[src/rtl/mbd_pkg.sv]
package mbd_pkg;
    localparam int ADDR_W = 16;
    localparam int DATA_W = 8;
    localparam int BLK_AW = 13;
    localparam int CODE_W = ADDR_W - BLK_AW;
    localparam int NUM_CODES = 1 << CODE_W;
    localparam int ROM_CODE = 0;
    localparam int RAM_CODE = 1;
    localparam logic [DATA_W-1:0] FLOAT_BYTE = '1;

    function automatic logic [DATA_W-1:0] rom_byte(input logic [BLK_AW-1:0] a);
        return a[7:0] ^ {3'b000, a[12:8]} ^ 8'hA5;
    endfunction
endpackage

[src/rtl/mbd_low_latch.sv]
module mbd_low_latch
    import mbd_pkg::*;
(
    input  logic              clk,
    input  logic              rst_n,
    input  logic              ale_i,
    input  logic [DATA_W-1:0] ad_i,
    output logic [DATA_W-1:0] low_o
);
    typedef struct packed {
        logic [DATA_W-1:0] low;
    } latch_t;

    latch_t st_d, st_q;

    always_comb begin
        st_d = st_q;
        if (ale_i) st_d.low = ad_i;
    end

    always_ff @(posedge clk or negedge rst_n) begin
        if (!rst_n) st_q <= '0;
        else        st_q <= st_d;
    end

    assign low_o = st_q.low;

    p_hold_r2: assert property (@(posedge clk) disable iff (!rst_n)
        !ale_i |=> $stable(low_o));
    p_capture_r1: assert property (@(posedge clk) disable iff (!rst_n)
        ale_i |=> low_o == $past(ad_i));
endmodule

[src/rtl/mbd_map_decode.sv]
module mbd_map_decode
    import mbd_pkg::*;
(
    input  logic              io_m_i,
    input  logic [CODE_W-1:0] code_i,
    output logic              rom_sel_o,
    output logic              ram_sel_o
);
    logic [NUM_CODES-1:0] line;

    for (genvar g = 0; g < NUM_CODES; g++) begin : g_line
        assign line[g] = !io_m_i && (code_i == CODE_W'(g));
    end

    assign rom_sel_o = line[ROM_CODE];
    assign ram_sel_o = line[RAM_CODE];

    always_comb begin
        p_one_line_r6: assert ($onehot0(line));
        p_io_quiet_r5: assert (!(io_m_i && (rom_sel_o || ram_sel_o)));
    end
endmodule

[src/rtl/mbd_mem_model.sv]
module mbd_mem_model
    import mbd_pkg::*;
#(
    parameter int RAM_AW = 8
) (
    input  logic              clk,
    input  logic              rst_n,
    input  logic [BLK_AW-1:0] addr_i,
    input  logic              rom_sel_i,
    input  logic              ram_sel_i,
    input  logic              ale_i,
    input  logic              rd_n_i,
    input  logic              wr_n_i,
    input  logic [DATA_W-1:0] wdata_i,
    output logic [DATA_W-1:0] rdata_o,
    output logic              oe_o
);
    localparam int DEPTH = 1 << RAM_AW;

    logic [DATA_W-1:0] ram_d [DEPTH];
    logic [DATA_W-1:0] ram_q [DEPTH];
    logic [RAM_AW-1:0] idx;
    logic              we;

    assign idx = addr_i[RAM_AW-1:0];
    assign we  = ram_sel_i && !wr_n_i && !ale_i;

    always_comb begin
        for (int i = 0; i < DEPTH; i++) ram_d[i] = ram_q[i];
        if (we) ram_d[idx] = wdata_i;
    end

    always_ff @(posedge clk or negedge rst_n) begin
        if (!rst_n) begin
            for (int i = 0; i < DEPTH; i++) ram_q[i] <= '0;
        end else begin
            for (int i = 0; i < DEPTH; i++) ram_q[i] <= ram_d[i];
        end
    end

    always_comb begin
        oe_o    = (rom_sel_i || ram_sel_i) && !rd_n_i;
        rdata_o = FLOAT_BYTE;
        if (oe_o) rdata_o = rom_sel_i ? rom_byte(addr_i) : ram_q[idx];
    end

    p_write_lands_r9: assert property (@(posedge clk) disable iff (!rst_n)
        we |=> ram_q[$past(idx)] == $past(wdata_i));
endmodule

[src/rtl/mux_bus_mem_decoder.sv]
module mux_bus_mem_decoder
    import mbd_pkg::*;
#(
    parameter int RAM_AW = 8
) (
    input  logic              clk,
    input  logic              rst_n,
    input  logic              ale_i,
    input  logic              io_m_i,
    input  logic              rd_n_i,
    input  logic              wr_n_i,
    input  logic [7:0]        addr_hi_i,
    input  logic [7:0]        ad_i,
    output logic [7:0]        ad_out_o,
    output logic              ad_oe_o,
    output logic [15:0]       addr_o,
    output logic              rom_sel_o,
    output logic              ram_sel_o
);
    logic [DATA_W-1:0] low_q;

    mbd_low_latch u_latch (
        .clk   (clk),
        .rst_n (rst_n),
        .ale_i (ale_i),
        .ad_i  (ad_i),
        .low_o (low_q)
    );

    assign addr_o = {addr_hi_i, low_q};

    mbd_map_decode u_dec (
        .io_m_i    (io_m_i),
        .code_i    (addr_o[ADDR_W-1:BLK_AW]),
        .rom_sel_o (rom_sel_o),
        .ram_sel_o (ram_sel_o)
    );

    mbd_mem_model #(.RAM_AW(RAM_AW)) u_mem (
        .clk       (clk),
        .rst_n     (rst_n),
        .addr_i    (addr_o[BLK_AW-1:0]),
        .rom_sel_i (rom_sel_o),
        .ram_sel_i (ram_sel_o),
        .ale_i     (ale_i),
        .rd_n_i    (rd_n_i),
        .wr_n_i    (wr_n_i),
        .wdata_i   (ad_i),
        .rdata_o   (ad_out_o),
        .oe_o      (ad_oe_o)
    );

    p_drive_gate_r7: assert property (@(posedge clk) disable iff (!rst_n)
        ad_oe_o |-> (!rd_n_i && !io_m_i && (rom_sel_o || ram_sel_o)));
    p_idle_ones_r7: assert property (@(posedge clk) disable iff (!rst_n)
        !ad_oe_o |-> ad_out_o == 8'hFF);
endmodule

[config.mk]
export PLATFORM = sky130hd
export DESIGN_NAME = mux_bus_mem_decoder
export DESIGN_NICKNAME = d
export VERILOG_FILES = /design/src/rtl/mbd_pkg.sv /design/src/rtl/mbd_low_latch.sv /design/src/rtl/mbd_map_decode.sv /design/src/rtl/mbd_mem_model.sv /design/src/rtl/mux_bus_mem_decoder.sv
export SDC_FILE = /design/constraint.sdc
export NUM_CORES = 2
export LEC_CHECK = 0
export BUFFER_PORTS_ARGS = -buffer_cell sky130_fd_sc_hd__buf_2
export CELL_PAD_IN_SITES_DETAIL_PLACEMENT = 0
export CELL_PAD_IN_SITES_GLOBAL_PLACEMENT = 2
export CORE_AREA = 2 2 478 480
export DETAILED_ROUTE_END_ITERATION = 10
export DIE_AREA = 0 0 480 482
export PLACE_DENSITY_LB_ADDON = 0.1
export SLEW_MARGIN = 20
export SYNTH_ARGS = -nofsm -noshare
export SYNTH_HDL_FRONTEND = slang
export SYNTH_SLANG_ARGS = --single-unit
[constraint.sdc]
create_clock -name clk -period 4.45 [get_ports clk]
set_input_delay 0.89 -clock clk [delete_from_list [all_inputs] [get_ports clk]]
set_output_delay 0.89 -clock clk [all_outputs]
set_load 0.02 [all_outputs]
==> out/metrics.csv <==
stage,metric,value,unit
routing,drt-wirelength-per-cell,30.5,um
logic_synthesis,synth_adder_area_share,0,%
routing,ant_nets,0,
logic_synthesis,synth_top_family_by_area,multiplexers,
critical_path,start_kind,flop,
die,die_width,480,um
sta,period_share,114,%
sta,fin_crit,5.05,ns
clock_network,cts_sinks,2056,
sta,max_slew_margin,30.2,%
clock_network,cts-root-buf,clkbuf_16,
finish,fin_nets,6699,
logic_synthesis,muxShareOfSynthArea,37.1,%
grt,first_global_vias,60500,
finish,final_util,49.7,%
power,ir_drop,319,uV
logic_synthesis,ys_ff_latch,2056,
logic_synthesis,yosys_warnings,0,
grt,grt_pass1_wl,442000,um
sta,fin_skew,0.0444,ns
grt,grt-ovfl-total,0,
routing,wl,301000,um
logic_synthesis,syn_inst,6212,
clock_network,clk_latency,0.87,ns
clock_network,ctsLongestPathBuffers,3,
finish,multiInputGateArea,42200,um2
die,die_h,482,um
sta,slew_violations,0,
critical_path,crit_arrival,4.16,ns
routing,drt_iter0_drc,3811,
grt,grt_max_degree,170,
routing,vias,57300,
flow_run,maxCapViolations,0,
clock_network,numCtsBuffers,229,
routing,drc,0,
logic_synthesis,synth_most_common_cell,mux2_2,
logic_synthesis,synth-xor-area-share,0.0462,%
sta,fin_ws,-0.604,ns
place,dp_slack,-0.737,ns
logic_synthesis,netlist_top_cells_area,"dfrtp_1 (54%), mux2_2 (25%), mux4_2 (9.5%)",
critical_path,r2r_setup_slack,0.63,ns
die,core_area,226000,um2
clock_network,clk_pin_slew,0.06,ns
logic_synthesis,synthFlopType,dfrtp_1,
logic_synthesis,synthSimpleGateAreaFrac,3.07,%
sta,finalSetupViolCount,8,
logic_synthesis,synth_commonest_cells,"mux2_2 (2124), dfrtp_1 (2056), mux4_2 (400), clkbuf_1 (292), mux2i_1 (165)",
grt,grt_usage,26.2,%
logic_synthesis,synth_compound_area_share,2.95,%
clock_network,cts_tree,yes,
logic_synthesis,synthArstFlopShare,100,%
finish,fill_cells,19500,
logic_synthesis,synth_area,94700,um2
clock_network,postCtsHoldBufs,0,
critical_path,critPathCaptureType,output port,
routing,vias_per_cell,5.81,
critical_path,crit_required,3.56,ns
die,die-area,231000,um2
outcome,status,finished with violations,
logic_synthesis,synth.largest_area_cell,dfrtp_1,
critical_path,crit_type,flop to output port,
place,portBuffers,48,
sta,max_freq,198,MHz
logic_synthesis,post_synth.cell_area_avg,15.2,um2
place,place.gp.congestion,0.841,
sta,worst_pin_slew,1.04,ns
sta,hold_viol_final,0,
power,pwr_density_cell,375,nW/um2
power,power.leakage,53.5,nW
finish,ff_latch_area,51500,um2
logic_synthesis,ys_types,74,
sta,grt_setup_unrepaired,yes,
logic_synthesis,post-synth-top-area-fraction,54.3,%
die,ios,49,
grt,antenna_found_initial,6,
die,initial_utilization,41.8,%
clock_network,cts_htree_levels,4,
die,rows,175,
finish,area_delta_synth_final,18.8,%
power,power.total,42.2,mW
place,hpwl,199000,um
routing,dr.pass1.iters,7,
sta,fin_hold_ws,0.149,ns
logic_synthesis,synth_nets,6234,
finish,drive_above_1_share,57.8,%
min_path,min_path_type,primary input to async pin,
critical_path,path_max_fanout,11,
logic_synthesis,ys_seq_area_share,54.3,%
logic_synthesis,synth_edf_count,0,
outcome,violations,negative setup slack,
cells by family after synthesis:
| logic type | count (synthesis) |
|---|---|
| AOI/OAI and AO/OA | 403 |
| xor gates and xnor gates | 5 |
| buffers and inverters | 486 |
| DFF | 2056 |
| muxes | 2709 |
| and+or+nand+nor | 553 |
where the power goes:
part / total (mW) / switching, mW / leakage, nW / internal (mW)
combinational: 4.03 / 2.56 / 21.0 / 1.47
sequential: 18.8 / 0.0600 / 28.7 / 18.8
clock: 19.4 / 7.97 / 3.78 / 11.4
final timing paths:
check	end	from	depth (start not counted)
min	u_mem.ram_q[630]$_DFFE_PN0P_	rst_n	1
max reg2reg	u_mem.ram_q[1106]$_DFFE_PN0P_	u_latch.low_o[0]$_DFFE_PN0P_	11
max in group asynchronous	u_mem.ram_q[1329]$_DFFE_PN0P_	rst_n	3
min reg2reg	u_mem.ram_q[1137]$_DFFE_PN0P_	u_mem.ram_q[1137]$_DFFE_PN0P_	1
max	ad_out_o[7]	u_latch.low_o[4]$_DFFE_PN0P_	9
min in group clk	u_mem.ram_q[1565]$_DFFE_PN0P_	ad_i[5]	2
timing repair:
action                                 4_1_cts  5_1_grt
setup buffers                               50       57
endpoints found under the hold margin        0        0
gates cloned                                14        4
pin swaps                                   34       52
setup endpoints to repair                    8        8
gates resized for setup                    205      143
flip-flops by register name, summed over array words and instances, names as in the netlist:
register       flops
u_latch.low_o      8
u_mem.ram_q     2048
placed cells by master (no fill, tap or decap), types with 14 or more instances in the layout:
master	instances
buf_6	38
nor2_1	77
mux2_2	2119
o22ai_2	14
o22ai_1	50
mux2i_1	150
clkbuf_8	50
a211oi_1	14
a22oi_2	21
buf_4	504
nand2_2	18
buf_8	14
a221oi_1	16
o21ai_0	37
buf_12	97
mux4_2	407
nor2_2	147
nand3_1	29
buf_16	25
dfrtp_1	2049
a22oi_1	52
bufinv_16	18
a22o_1	14
clkbuf_1	57
clkinv_2	46
a21oi_1	42
nand2_1	149
clkbuf_16	236
buf_2	31
nor2b_1	17
layer usage:
layer / GRT usage [%] / share of wire, % / up-vias
met3: 3.52 / 4.5 / 380
met2: 41.9 / 47 / 1167
met4: 6.25 / 2.6 / 4
met5: 0 / 0.0056 / -
li1: - / - / 24200
met1: 37.8 / 46 / 31600
worst max-delay path: stages (launching register included):
cell and delay, ns:
dfrtp_4 0.61, inv_2 0.44, buf_4 0.37, nand3_1 0.36, a21oi_1 0.56, nor3_1 0.09, o41ai_1 0.10, a41oi_2 0.11
a211oi_4 0.44, buf_6 0.18
cell type report:
type,count,area share (%)
Inverter,4,0.0133
Clock inverter,78,0.835
Multi-Input combinational cell,3670,37.5
Clock buffer,339,5.96
Antenna cell,2,0.00445
Sequential cell,2056,45.7
Timing Repair Buffer,716,6.58
Tap cell,3009,3.35
through the flow:
step                      std cells  cell area, um2  setup TNS, ns
after floorplan                6212           94700              0
after global placement         9339          102000          -2.31
after detailed placement       9340          102000          -1.90
after CTS                      9819          111000          -4.85
after global routing           9873          113000          -4.70
final                          9874          113000          -4.03
No activity file was read; power rests on OpenSTA's default activity.
